--- config.mk ---
export PLATFORM = sky130hd
export DESIGN_NAME = prio_bus_arbiter
export DESIGN_NICKNAME = d
export VERILOG_FILES = /design/src/rtl/arb_pkg.sv /design/src/rtl/arb_prio_pick.sv /design/src/rtl/arb_split_mask.sv /design/src/rtl/arb_burst_track.sv /design/src/rtl/prio_bus_arbiter.sv
export SDC_FILE = /design/constraint.sdc
export NUM_CORES = 1
export LEC_CHECK = 0
export ABC_AREA = 1
export BUFFER_PORTS_ARGS = -buffer_cell sky130_fd_sc_hd__buf_2
export CAP_MARGIN = 20
export CORE_ASPECT_RATIO = 1.75
export CORE_MARGIN = 3
export CORE_UTILIZATION = 30
export CTS_BUF_LIST = sky130_fd_sc_hd__clkbuf_8
export DETAILED_ROUTE_END_ITERATION = 10
export GPL_TIMING_DRIVEN = 0
export SLEW_MARGIN = 25
export SYNTH_ARGS = -nofsm -noshare
export SYNTH_HDL_FRONTEND = slang
export SYNTH_SLANG_ARGS = --single-unit
--- constraint.sdc ---
create_clock -name clk -period 2.55 [get_ports clk]
set_clock_uncertainty 0.1 [all_clocks]
set_input_delay 0.1275 -clock clk [delete_from_list [all_inputs] [get_ports clk]]
set_output_delay 0.1275 -clock clk [all_outputs]
set_load 0.1 [all_outputs]
--- src/rtl/arb_pkg.sv ---
package arb_pkg;
  typedef enum logic [1:0] {
    TR_IDLE   = 2'b00,
    TR_BUSY   = 2'b01,
    TR_NONSEQ = 2'b10,
    TR_SEQ    = 2'b11
  } trans_e;

  localparam logic [1:0] RSP_OKAY  = 2'b00;
  localparam logic [1:0] RSP_ERROR = 2'b01;
  localparam logic [1:0] RSP_RETRY = 2'b10;
  localparam logic [1:0] RSP_SPLIT = 2'b11;

  // Beats of a fixed-length burst; zero means never held.
  function automatic logic [4:0] burst_beats(input logic [2:0] kind);
    case (kind[2:1])
      2'b01:   burst_beats = 5'd4;
      2'b10:   burst_beats = 5'd8;
      2'b11:   burst_beats = 5'd16;
      default: burst_beats = 5'd0;
    endcase
  endfunction
endpackage

--- src/rtl/arb_prio_pick.sv ---
module arb_prio_pick #(
  parameter int N    = 5,
  parameter int ID_W = 4
) (
  input  logic [N-1:0]    req,
  input  logic [N-1:0]    mask,
  output logic [N-1:0]    grant_n,
  output logic [ID_W-1:0] code_n
);
  localparam logic [ID_W-1:0] DUMMY = {ID_W{1'b1}};

  logic [N-1:0] elig;
  assign elig = req & ~mask;

  always_comb begin
    grant_n = '0;
    code_n  = '0;
    if (elig != '0) begin
      for (int i = 0; i < N; i++) begin
        if (elig[i]) begin
          grant_n = '0;
          grant_n[i] = 1'b1;
          code_n = ID_W'(i);
        end
      end
    end else if (req != '0 || mask[0]) begin
      grant_n = '0;
      code_n  = DUMMY;
    end else begin
      grant_n[0] = 1'b1;
      code_n     = '0;
    end
  end
endmodule

--- src/rtl/arb_split_mask.sv ---
module arb_split_mask #(
  parameter int N    = 5,
  parameter int ID_W = 4
) (
  input  logic            clk,
  input  logic            rst,
  input  logic            split_hit,
  input  logic [ID_W-1:0] dph_id,
  input  logic [N-1:0]    release_i,
  output logic [N-1:0]    mask_q
);
  logic [N-1:0] set_vec;

  always_comb begin
    set_vec = '0;
    for (int i = 0; i < N; i++)
      if (split_hit && dph_id == ID_W'(i)) set_vec[i] = 1'b1;
  end

  always_ff @(posedge clk) begin
    if (rst) mask_q <= '0;
    else     mask_q <= (mask_q & ~release_i) | set_vec;
  end
endmodule

--- src/rtl/arb_burst_track.sv ---
module arb_burst_track
  import arb_pkg::*;
#(
  parameter int CNT_W   = 5,
  parameter bit HOLD_EN = 1'b1
) (
  input  logic             clk,
  input  logic             rst,
  input  logic             hready,
  input  logic [1:0]       htrans,
  input  logic [2:0]       hburst,
  input  logic             early,
  output logic             hold_blk,
  output logic             hold_q,
  output logic [CNT_W-1:0] cnt_q,
  output logic [CNT_W-1:0] len_q
);
  generate
    if (HOLD_EN) begin : g_hold
      logic [CNT_W-1:0] new_len;
      logic             starting;
      logic             seq_acc;
      logic [CNT_W-1:0] beats;

      assign new_len  = CNT_W'(burst_beats(hburst));
      assign starting = hready && htrans == TR_NONSEQ && new_len != '0;
      assign seq_acc  = hready && htrans == TR_SEQ && hold_q;
      assign beats    = cnt_q + CNT_W'(seq_acc);

      always_comb begin
        hold_blk = 1'b0;
        if (!early) begin
          if (starting) hold_blk = 1'b1;
          else if (hold_q && (htrans == TR_SEQ || htrans == TR_BUSY))
            hold_blk = beats < (len_q - CNT_W'(1));
        end
      end

      always_ff @(posedge clk) begin
        if (rst) begin
          hold_q <= 1'b0;
          cnt_q  <= '0;
          len_q  <= '0;
        end else if (early) begin
          hold_q <= 1'b0;
        end else if (hready) begin
          if (htrans == TR_NONSEQ) begin
            hold_q <= starting;
            cnt_q  <= CNT_W'(1);
            len_q  <= new_len;
          end else if (seq_acc) begin
            cnt_q <= beats;
            if (beats == len_q) hold_q <= 1'b0;
          end else if (htrans == TR_IDLE) begin
            hold_q <= 1'b0;
          end
        end
      end
    end else begin : g_nohold
      assign hold_blk = 1'b0;
      assign hold_q   = 1'b0;
      assign cnt_q    = '0;
      assign len_q    = '0;
    end
  endgenerate
endmodule

--- src/rtl/prio_bus_arbiter.sv ---
module prio_bus_arbiter
  import arb_pkg::*;
#(
  parameter int N_MASTERS = 5,
  parameter int ID_W      = 4,
  parameter int CNT_W     = 5,
  parameter bit HOLD_EN   = 1'b1
) (
  input  logic                 clk,
  input  logic                 rst,
  input  logic [N_MASTERS-1:0] req_i,
  input  logic [N_MASTERS-1:0] split_release_i,
  input  logic                 hready_i,
  input  logic [1:0]           htrans_i,
  input  logic [2:0]           hburst_i,
  input  logic [1:0]           hresp_i,
  output logic [N_MASTERS-1:0] grant_o,
  output logic [ID_W-1:0]      owner_o
);
  logic [N_MASTERS-1:0] mask_q;
  logic [N_MASTERS-1:0] grant_n;
  logic [ID_W-1:0]      code_n;
  logic [ID_W-1:0]      gid_q;
  logic [ID_W-1:0]      dph_q;
  logic                 early;
  logic                 hold_blk;
  logic                 hold_q;
  logic [CNT_W-1:0]     cnt_q;
  logic [CNT_W-1:0]     len_q;
  logic                 upd;

  assign early = hresp_i == RSP_RETRY || hresp_i == RSP_SPLIT;
  assign upd   = early || (hready_i && !hold_blk);

  arb_prio_pick #(.N(N_MASTERS), .ID_W(ID_W)) u_pick (
    .req(req_i), .mask(mask_q), .grant_n(grant_n), .code_n(code_n)
  );

  arb_split_mask #(.N(N_MASTERS), .ID_W(ID_W)) u_mask (
    .clk(clk), .rst(rst),
    .split_hit(hresp_i == RSP_SPLIT && !hready_i),
    .dph_id(dph_q), .release_i(split_release_i), .mask_q(mask_q)
  );

  arb_burst_track #(.CNT_W(CNT_W), .HOLD_EN(HOLD_EN)) u_track (
    .clk(clk), .rst(rst), .hready(hready_i), .htrans(htrans_i),
    .hburst(hburst_i), .early(early), .hold_blk(hold_blk),
    .hold_q(hold_q), .cnt_q(cnt_q), .len_q(len_q)
  );

  always_ff @(posedge clk) begin
    if (rst) begin
      grant_o <= N_MASTERS'(1);
      gid_q   <= '0;
      owner_o <= '0;
      dph_q   <= '0;
    end else begin
      if (upd) begin
        grant_o <= grant_n;
        gid_q   <= code_n;
      end
      if (hready_i) begin
        owner_o <= gid_q;
        dph_q   <= owner_o;
      end
    end
  end
endmodule

Yosys cells after proc, flatten, opt, wreduce, memory -nomap -nowiden
Index checks and enable logic that the tools add are counted.
Storage, ports and cells
  bits in registers: 33
  input bits: 20
  output and inout bits: 9
  logic and storage cells: 88
Operators by class
  add/subtract/negate cells: 2
  magnitude comparators: 1
  equality and inequality tests: 14
  muxes and demuxes: 28
  bitwise gates (word level): 6
  reductions and logical operators: 29
Operators by type and width (number)
  $mux W5: 4
  $mux W1: 15
  $pmux W5 S3: 1
  $reduce_bool A5 Y1: 3
  $eq A2 B2 Y1 const B: 6
  $logic_and A1 B1 Y1: 12
  $mux W4: 3
  $and A5 B5 Y5: 2
  $not A5 Y5: 2
  $reduce_and A3 Y1: 3
  $eq A4 B2 Y1 const B: 2
  $mux W2: 3
  $mux W3: 2
  $add A5 B1 Y5: 1
  $eq A5 B5 Y1: 1
  $lt A5 B5 Y1: 1
  $or A5 B5 Y5: 1
  $sub A5 B1 Y5 const B: 1
  $eq A2 B1 Y1 const B: 2
  $eq A4 B1 Y1 const B: 1
  $eq A4 B3 Y1 const B: 1
  $logic_not A4 Y1: 1
  $logic_or A1 B1 Y1: 4
  $ne A3 B3 Y1 const B: 1
  other kinds (6): 7

Longest topological paths before layout
Gate-level depths: netlist of the first run.
  depth in word-level cells: 11
  mapped depth: 17

Cells and area by module
Synthesis of the first run repeated with hierarchy kept, for this count alone.
Second synthesis, totals
  cells, all modules: 257
  area, all modules: 1764.2 µm²
By module, submodules not included
  prio_bus_arbiter: times used 1, cells each 93, area each 709.4 µm²
  arb_burst_track: times used 1, cells each 98, area each 674.4 µm²
  arb_split_mask: times used 1, cells each 33, area each 220.2 µm²
  arb_prio_pick: times used 1, cells each 33, area each 160.2 µm²

Worst setup path after synthesis of the first run
OpenSTA, ideal clock, no wires.
  kind: reg2reg
  start: register u_track.hold_q
  end: register grant_o[1]
  setup time: 0.117 ns
  arrival: 2.103 ns
  path slack: 0.230 ns
  stages on the path, launching flop included: 17
  path buffers: 0
  clock period less this slack: 2.320 ns
  cell sequence: dfxtp_1 nand2_2 nor2_4 ha_1 ha_1 nand3_1 nand2_1 nand2_1 ha_1 nand2_1 inv_1 a21oi_1 nand3_2 nand2_4 nand2_8 nor2_1 nor2_1
Between the ends
  cells in the longest elaborated chain, start to end: 9
RTL lines
  start: declaration: line arb_burst_track.sv:14  | output logic hold_q,
  start signal: assignment: line arb_burst_track.sv:48  | hold_q <= starting;
  $logic_and A1 B1 Y1: line arb_burst_track.sv:27  | assign seq_acc = hready && htrans == TR_SEQ && hold_q;
  $add A5 B1 Y5: line arb_burst_track.sv:28  | assign beats = cnt_q + CNT_W'(seq_acc);
  $lt A5 B5 Y1: line arb_burst_track.sv:35  | hold_blk = beats < (len_q - CNT_W'(1));
  $mux W1 *: line arb_burst_track.sv:34  | else if (hold_q && (htrans == TR_SEQ || htrans == TR_BUSY))
  $mux W1 *: line arb_burst_track.sv:33  | if (starting) hold_blk = 1'b1;
  $mux W1 *: line arb_burst_track.sv:32  | if (!early) begin
  $logic_not A1 Y1 *: line prio_bus_arbiter.sv:33  | assign upd = early || (hready_i && !hold_blk);
  $logic_and A1 B1 Y1 *: line prio_bus_arbiter.sv:33
  $logic_or A1 B1 Y1 *: line prio_bus_arbiter.sv:33
  end signal: assignment: line prio_bus_arbiter.sv:59  | grant_o <= grant_n;
  end: declaration: line prio_bus_arbiter.sv:17  | output logic [N_MASTERS-1:0] grant_o,
Every way passes the cells marked *; elsewhere a longest branch is shown, timed or not.
A chain may end at the register's enable or synchronous reset.

Final worst setup path of the first run
  start: register u_track.hold_q
  end: register gid_q[3]
Between the ends
  cells in the longest elaborated chain, start to end: 9
RTL lines
  $logic_and A1 B1 Y1: line arb_burst_track.sv:27
  $add A5 B1 Y5: line arb_burst_track.sv:28
  $lt A5 B5 Y1: line arb_burst_track.sv:35
  $mux W1 *: line arb_burst_track.sv:34
  $mux W1 *: line arb_burst_track.sv:33
  $mux W1 *: line arb_burst_track.sv:32
  $logic_not A1 Y1 *: line prio_bus_arbiter.sv:33
  $logic_and A1 B1 Y1 *: line prio_bus_arbiter.sv:33
  $logic_or A1 B1 Y1 *: line prio_bus_arbiter.sv:33
  end signal: assignment: line prio_bus_arbiter.sv:60  | gid_q <= code_n;
  end: declaration: line prio_bus_arbiter.sv:23  | logic [ID_W-1:0] gid_q;
Marks and branches as above.

==> out/results.txt, run 1 <==
Post-DP Area = 1810 um2
max cap viols = 0
worst-margin pin slew = 0.490 ns
top cells by area, synth = dfxtp_1 (39%), nand2_1 (11%), a21oi_1 (7.8%)
Worst Hold Launch = split_release_i[1]
Final ANT Viol Nets = 0
Iter 0 DRT Violations = 26
Final Non-Filler Cells = 318
clk root buf = clkbuf_8
via count = 1548
# nets final = 289
Mapped Nets = 252
delay-heaviest family, CP = simple AND/OR/NAND/NOR gates
top layer reached by signal wires = met4
wire length per cell = 12.9 um
Final Hold Viols = 0
Placed Cells = 307
routed wl met3 = 149 um
CTS tree = built
clk sinks = 31
Port-buffer cells = 27
chip height = 103 um
Syn Area/Cell = 7.10 um2
max incr delay on CP = 0.33 ns
top cell type by total area after synthesis = dfxtp_1
Crit. End Element = flop
TritonCTS Buffers = 5
Tmin final = 2.30 ns
Cells after Synth = 226
vias per cell = 4.87
starting density of the core = 0.317
static leakage = 0.000885 uW
initial antenna violation count = 0
Bufs and invs on worst path = 1
EDFF count, synth = 0
DRT Wirelength = 4120 um
Post-synth top cells = nand2_1 (45), dfxtp_1 (31), inv_1 (27), nor2_1 (26), a21oi_1 (25)
Distinct cells, synth = 30
Pwr per Cell Area = 576 nW/um2
slew margin rel. = 0.675
Layout Cell Area excl Fill = 1990 um2
Die ar. = 6290 um2
final worst-path cycle share = 0.904
Post-Syn Area = 1600 um2
Initial DRT Pass Iterations = 4
antenna cells = 0
met1 wire length = 1620 um
worst min path class = in2reg
clock buffer depth = 2
status = finished clean
critical path required time = 2.60 ns
RePlAce Congestion = 0.793
Seq/Total Area, Yosys = 0.387
first-pass GRT wire length = 6800 um
area share of the largest cell type after synthesis = 0.387
hold path depth = 3
worst path cell trace = nand2_2 -> nor2_4 -> ha_4 -> ha_4 -> nand3_1 -> nand2_2 -> nand2_2 -> ha_4 -> nand2_1 -> inv_1 -> a21oi_2 -> nand3_2 -> nand2_4 -> nand2_8 -> nand2_1 -> a21oi_1
critical path launch point type = flop
critical path arrival = 2.36 ns
Levels on crit path = 16
DP Wirelength = 3130 um
vias in the first global route = 1530
DRC viols = 0
Rows = 34
Reg2Reg Setup Slack = 0.25 ns
Hold Crit Endpoint = u_mask.mask_q[1]
DIE WIDTH = 61.3 um
count leader, synth = nand2_1
Max VDD drop = 297 uV
top_reg_cell synth = dfxtp_1
synth warn = 0
clk slew on worst S/H paths = 0.07 ns
Layout fillers = 554
RR Startpoint = u_track.hold_q
Area Growth Syn to Fin = 23.9%
Worst Path Max Fanout = 10
RSZ-0062 raised after global routing = no
Slowest-stage cell, CP = dfxtp_2
Synth async-reset ratio = 0
largest net degree at the start of global routing = 11
endpoint of the lowest-slack register-to-register path = gid_q[3]
GR Overflow Total = 0
layout cells sized above 1 = 0.250
Core Area = 5060 um2
GRT Total Usage = 0.144
Top Ports = 29
routed wl met2 = 2230 um
#FFs+latches synth = 31
Achievable Freq = 434 MHz
fin. max-slew vios = 0
critical path class = reg2reg
Reg2Reg Depth = 16
final setup fails = 0
H-tree depth = 2
Clk Latency, worst-skew pair = 0.29 ns
==> where the power goes <==
group,total [uW],switching [uW],internal [uW],leakage [uW]
Combinational,192,141,51.0,0.000581
Clock,437,192,245,0.0000505
Sequential,517,12.9,504,0.000254
==> repair_timing <==
item / 4_1_cts / 5_1_grt
resized for setup: 3 / 7
buffers inserted: 0 / 1
pin swaps: 3 / 6
hold buffers: 1 / 0
gates cloned: 1 / 0
endpoints found under the setup margin: 8 / 9
endpoints found under the hold margin: 1 / 0
==> cells in the final DEF (no fill, tap or decap), types with 2 or more instances in the layout <==
master / count
nor2_1: 26
inv_1: 27
ha_1: 3
a211oi_1: 3
clkbuf_8: 7
nand3_1: 15
nand4_1: 8
nand3_2: 2
inv_2: 2
buf_2: 31
dfxtp_1: 30
or2_2: 5
nand2_1: 43
ha_4: 3
a21oi_1: 24
a21oi_2: 2
o21ai_0: 9
nand2_2: 6
==> final cells by class <==
cell class              instances  area, um2  share of cell area
plain buffers                   5       23.8              0.0120
clock buffers                   7       96.3              0.0485
clock inverters                 1       7.51             0.00378
inverters                      30        113              0.0567
multi-input cells             161        905               0.455
flip-flops and latches         31        622               0.313
well taps                      54       67.6              0.0340
repair buffers                 29        153              0.0768
==> sequential cells by signal, indices dropped and copies added (netlist names) <==
| register | cells |
|---|---|
| owner_o | 4 |
| dph_q | 4 |
| u_track.len_q | 3 |
| u_mask.mask_q | 5 |
| u_track.cnt_q | 5 |
| gid_q | 4 |
| grant_o | 5 |
| u_track.hold_q | 1 |
==> through the flow <==
step                      total power, uW  utilization  hold WS, ns  TNS, ns  setup slack, ns
after floorplan                       664            -        0.179        0            0.230
after global placement                713        0.357        0.296  -0.0443          -0.0313
after detailed placement              714        0.357        0.302   -0.161          -0.0381
after CTS                            1150        0.384       0.0115        0         0.000361
after global routing                 1200        0.392       0.0255        0           0.0370
final                                1150        0.392       0.0165        0            0.246
==> layer usage <==
metal,global-route usage,vias up
met3,0.0326,10
met2,0.257,31
met1,0.148,700
met4,0.0801,0
li1,-,807
met5,0,-
==> worst min-delay path, stage by stage <==
cell and delay [ns]:
buf_2 0.09, or2_2 0.09, a21oi_1 0.05
==> worst max-delay path by stage <==
stage | startpoint | end | slack (ns)
after global placement | hready_i | grant_o[0] | -0.03
after detailed placement | hready_i | grant_o[0] | -0.04
after CTS | u_track.hold_q | grant_o[0] | 0.0004
after global routing | u_track.hold_q | grant_o[1] | 0.04
final | u_track.hold_q | gid_q[3] | 0.25
after floorplan | u_track.hold_q | grant_o[1] | 0.23
==> cell families after synthesis <==
kind of cell	share of synthesized area
buffers and inverters	0.0850
adder cells (fa/ha/maj)	0.0468
XOR/XNOR	0.0109
AND/OR/NAND/NOR	0.323
flip-flops	0.387
AO/OA/AOI/OAI	0.147
Power figures use the tool's default switching activity.
==> run 2: changes to the inputs <==
==> constraint.sdc (replaced) <==
create_clock -name clk -period 2.55 [get_ports clk]
set_clock_uncertainty 0.1 [all_clocks]
set_input_delay 0.6375 -clock clk [delete_from_list [all_inputs] [get_ports clk]]
set_output_delay 0.6375 -clock clk [all_outputs]
set_load 0.1 [all_outputs]
==> run 2 against run 1 <==
Combinational power grew 13%. Clock power increased by 16%. Setup slack got worse by 0.14 ns. Non-clock buffer count grew 9. Register-to-register slack got worse by 0.09 ns. Hold slack improved by 0.36 ns. First-iteration DRC count grew 73%. Maximum frequency is 5.6% lower. Die area unchanged.
==> out/results.txt, run 2 (synthesis results as in run 1) <==
Top Ports = 29
Core Area = 5060 um2
Hold WS = 0.379 ns
delay-heaviest family, CP = simple AND/OR/NAND/NOR gates
TritonCTS Buffers = 5
top layer reached by signal wires = met4
Area Growth Syn to Fin = 37.5%
first-pass GRT wire length = 6790 um
Switch Pwr = 357 uW
CTS tree = built
met1 wire length = 1580 um
# nets final = 299
Achievable Freq = 410 MHz
GR Overflow Total = 0
Flop pwr share = 0.416
critical path class = in2reg
critical path arrival = 2.51 ns
H-tree depth = 2
DP Wirelength = 3220 um
top flop regs = grant_o (5), u_mask.mask_q (5), u_track.cnt_q (5)
Max VDD drop = 281 uV
critical path launch point type = input pin
routed wl met2 = 2520 um
Sw Ratio = 0.288
static leakage = 0.000976 uW
critical path required time = 2.62 ns
status = finished clean
largest net degree at the start of global routing = 12
Die ar. = 6290 um2
Rows = 34
clk root buf = clkbuf_8
Worst Path Max Fanout = 6
DIE WIDTH = 61.3 um
wire length per cell = 13.3 um
clk slew on worst S/H paths = 0.07 ns
Comb power frac = 0.175
worst-margin pin slew = 0.538 ns
final worst-path cycle share = 0.958
Crit. End Element = flop
max cap viols = 0
commonest non-fill, non-tap cells in the layout = nand2_1 (34), dfxtp_1 (31), buf_2 (28), inv_1 (26), nor2_1 (26)
Slowest-stage cell, CP = ha_4
fin. max-slew vios = 0
clk sinks = 31
worst path cell trace = buf_8 -> nand2_4 -> nor2_4 -> ha_4 -> ha_4 -> nand4_1 -> nand2_4 -> ha_4 -> nand2_2 -> inv_2 -> a21oi_2 -> nand3_2 -> nand2_4 -> nand2_8 -> nand3_2 -> nand3_2
max incr delay on CP = 0.21 ns
antenna cells = 0
clock buffer depth = 2
DRC viols = 0
final setup fails = 0
RSZ-0062 raised after global routing = yes
Bufs and invs on worst path = 2
Clk Latency, worst-skew pair = 0.28 ns
DRT Wirelength = 4360 um
vias in the first global route = 1517
vias per cell = 4.88
starting density of the core = 0.317
routed wl met3 = 137 um
layout cells sized above 1 = 0.336
slew margin rel. = 0.641
RePlAce Congestion = 0.840
Power, Total = 1240 uW
Final ANT Viol Nets = 0
Iter 0 DRT Violations = 45
via count = 1600
Internal = 885 uW
worst min path class = reg2reg
initial antenna violation count = 0
chip height = 103 um
Port-buffer cells = 27
GRT Total Usage = 0.147
Final Hold Viols = 0
Initial DRT Pass Iterations = 4
Pwr per Cell Area = 563 nW/um2
Clk pwr share = 0.410
commonest non-fill, non-tap cell in the layout = nand2_1
Tmin final = 2.44 ns
==> run 2: layer usage <==
metal / global-route usage / vias up
li1: - / 833
met1: 0.145 / 731
met2: 0.281 / 24
met3: 0.0251 / 12
met4: 0.0651 / 0
met5: 0 / -
==> run 2: layout make-up <==
class / instances / area [um2]
Buffer: 5 / 23.8
Clock buffer: 6 / 82.6
Clock inverter: 2 / 35.0
Fill cell: 543 / 2860
Inverter: 30 / 113
Multi-Input combinational cell: 162 / 1010
Sequential cell: 31 / 621
Tap cell: 54 / 67.6
Timing Repair Buffer: 38 / 256
==> run 2: worst register-to-register path, stage by stage, from the launching register on <==
cell and delay (ns):
dfxtp_1 0.38, nand2_4 0.07, nor2_4 0.13, ha_4 0.16
ha_4 0.14, nand4_1 0.16, nand2_4 0.14, ha_4 0.21
nand2_2 0.05, inv_2 0.04, a21oi_2 0.13, nand3_2 0.13
nand2_4 0.18, nand2_8 0.10, nand3_2 0.08, nand3_2 0.07
==> run 2: path summary, 6_finish.rpt <==
| path | slack [ns] | cells after the start | from | endpoint |
|---|---|---|---|---|
| hold reg to reg | 0.38 | 2 | dph_q[3] | dph_q[3] |
| setup reg to reg | 0.16 | 15 | u_track.hold_q | grant_o[0] |
| hold / removal | 0.38 | 2 | dph_q[3] | dph_q[3] |
| setup / recovery | 0.11 | 16 | htrans_i[0] | grant_o[0] |
==> run 2: power groups by stage <==
stage          clock (uW)  sequential, uW  combinational (uW)
2_1_floorplan           0             585                79.0
3_3_place_gp            0             527                 187
3_5_place_dp            0             527                 188
4_1_cts               516             516                 204
5_1_grt               540             519                 234
6_report              509             516                 217
==> run 2: metrics by stage <==
stage                     std cells  TNS, ns  setup slack, ns  area (um2)  utilization
after detailed placement        307    -4.21           -0.494        1840        0.363
after CTS                       320        0          0.00427        2050        0.405
after floorplan                 226        0           0.0105        1630            -
after global routing            328   -0.210          -0.0327        2210        0.436
after global placement          307    -4.18           -0.469        1840        0.363
final                           328        0            0.108        2210        0.436
==> run 2: repair_timing <==
item                       4_1_cts  5_1_grt
pin swaps                       10       19
hold endpoints to repair         0        0
hold buffers                     0        0
setup buffers                    3        8
setup endpoints to repair        9        9
resized for setup               14       23
cloned                           2        0
==> run 3: changes to the inputs <==
--- a/config.mk
+++ b/config.mk
@@ -14,7 +14,8 @@
 export CTS_BUF_LIST = sky130_fd_sc_hd__clkbuf_8
 export DETAILED_ROUTE_END_ITERATION = 10
 export GPL_TIMING_DRIVEN = 0
-export SLEW_MARGIN = 25
+export REMOVE_ABC_BUFFERS = 1
+export SETUP_SLACK_MARGIN = 0.15
 export SYNTH_ARGS = -nofsm -noshare
 export SYNTH_HDL_FRONTEND = slang
 export SYNTH_SLANG_ARGS = --single-unit
==> run 3 against run 2 <==
First-iteration DRC count increased by 29%. Register-to-register slack got worse by 0.02 ns. Global-route usage rose by 0.067 points. Non-clock buffer count grew 3. Power decreased by 11%. Cell count grew 0.30%. Routed wire length fell by 6.1%. Maximum frequency is 0.94% lower.
==> out/results.txt, run 3 (synthesis results as in run 1) <==
top flop regs = grant_o (5), u_mask.mask_q (5), u_track.cnt_q (5)
worst-margin pin slew = 0.563 ns
Flop pwr share = 0.468
via count = 1593
GRT met3 Usage = 0.0301
Internal = 753 uW
vias per cell = 4.84
Post-DP Area = 1780 um2
GRT busiest layer = met2
critical path launch point type = input pin
layout cells sized above 1 = 0.331
Core Area = 5060 um2
fin. max-slew vios = 0
clock buffer depth = 2
# nets final = 300
final setup fails = 0
first-pass GRT wire length = 6910 um
Iter 0 DRT Violations = 58
DIE WIDTH = 61.3 um
vias in the first global route = 1573
Layout Cell Area excl Fill = 2170 um2
status = finished clean
TritonCTS Buffers = 5
Switch Pwr = 352 uW
wire length per cell = 12.4 um
Final Non-Filler Cells = 329
largest net degree at the start of global routing = 21
Clk Latency, worst-skew pair = 0.28 ns
Port-buffer cells = 27
RePlAce Congestion = 0.799
met2 Track Usage GR = 0.279
Comb power frac = 0.182
commonest non-fill, non-tap cell in the layout = nand2_1
Worst Path Max Fanout = 5
Max VDD drop = 269 uV
antenna cells = 0
Place WS = -0.509 ns
Clk pwr share = 0.351
Initial DRT Pass Iterations = 4
Power, Total = 1110 uW
DP Wirelength = 2850 um
commonest non-fill, non-tap cells in the layout = nand2_1 (36), dfxtp_1 (31), inv_1 (26), nor2_1 (26), buf_2 (24)
GRT Total Usage = 0.147
Placed Cells = 302
Pwr per Cell Area = 508 nW/um2
slew margin rel. = 0.625
DRT Wirelength = 4100 um
static leakage = 0.000966 uW
final worst-path cycle share = 0.967
Rows = 34
max cap viols = 0
critical path class = in2reg
Achievable Freq = 406 MHz
Setup TNS = 0 ns
Top Ports = 29
Sw Ratio = 0.319
PnR worst setup slack = 0.0849 ns
GR Overflow Total = 0
critical path arrival = 2.52 ns
Area Growth Syn to Fin = 35.6%
CTS tree = built
H-tree depth = 2
clk sinks = 31
chip height = 103 um
Crit. End Element = flop
Final Hold Viols = 0
cts hold-fix bufs = 0
worst min path class = reg2reg
clk root buf = clkbuf_8
Tmin final = 2.47 ns
DRC viols = 0
critical path required time = 2.61 ns
starting density of the core = 0.317
initial antenna violation count = 0
Final ANT Viol Nets = 0
RSZ-0062 raised after global routing = yes
Die ar. = 6290 um2
routing usage on met1 = 0.145
clk slew on worst S/H paths = 0.07 ns
==> run 3: changes by cell type in the layout (fill, tap and decap cells not counted), sizes merged <==
cell | before | now
buf | 43 | 46
bufinv | 1 | 0
clkbuf | 6 | 5
clkinvlp | 0 | 2
nand2 | 52 | 50
==> run 3: power groups by stage <==
stage          sequential, uW  combinational, uW  clock (uW)
2_1_floorplan             585               72.9           0
3_3_place_gp              527                180           0
3_5_place_dp              528                181           0
4_1_cts                   517                198         403
5_1_grt                   520                220         422
6_report                  517                201         388
==> run 3: final cells by class <==
cell class,instances,area [um2]
multi-input cells,160,961
clock inverters,3,20.0
repair buffers,46,324
well taps,54,67.6
flip-flops and latches,31,621
fillers,514,2890
clock buffers,5,68.8
inverters,30,113
==> run 3: stage by stage <==
| stage | utilization | hold slack (ns) |
|---|---|---|
| after floorplan | - | 0.346 |
| after global placement | 0.352 | 0.365 |
| after detailed placement | 0.352 | 0.367 |
| after CTS | 0.420 | 0.377 |
| after global routing | 0.430 | 0.396 |
| final | 0.430 | 0.380 |
==> run 3: path summary, 6_finish.rpt <==
kind	to	cells past startpoint	start	slack, ns
worst max-delay path	u_track.cnt_q[4]	18	htrans_i[0]	0.08
worst min-delay path	dph_q[3]	2	dph_q[3]	0.38
worst max register to register	u_track.cnt_q[4]	17	u_track.hold_q	0.14
worst min register to register	dph_q[3]	2	dph_q[3]	0.38
==> run 3: repair_timing <==
item                       CTS  global route
resized for setup           31             9
pin swaps                   14            10
buffers inserted            17             2
setup endpoints to repair   10            11
==> run 3: layer usage <==
layer,share of wire,wire [um]
met5,0,0
met4,0.026,107
met2,0.56,2310
met3,0.039,159
met1,0.37,1520
==> run 3: worst max-delay path, cell delays in order <==
cell and delay [ns]:
buf_8 0.09, nand2_4 0.05, nor2_4 0.14, ha_4 0.16, ha_4 0.13, nand3_2 0.10
nand2_2 0.10, nand2_2 0.08, buf_6 0.12, buf_4 0.11, buf_4 0.12, buf_4 0.12
buf_4 0.12, buf_4 0.12, buf_4 0.12, buf_6 0.10, nand2_2 0.05, a21oi_1 0.05
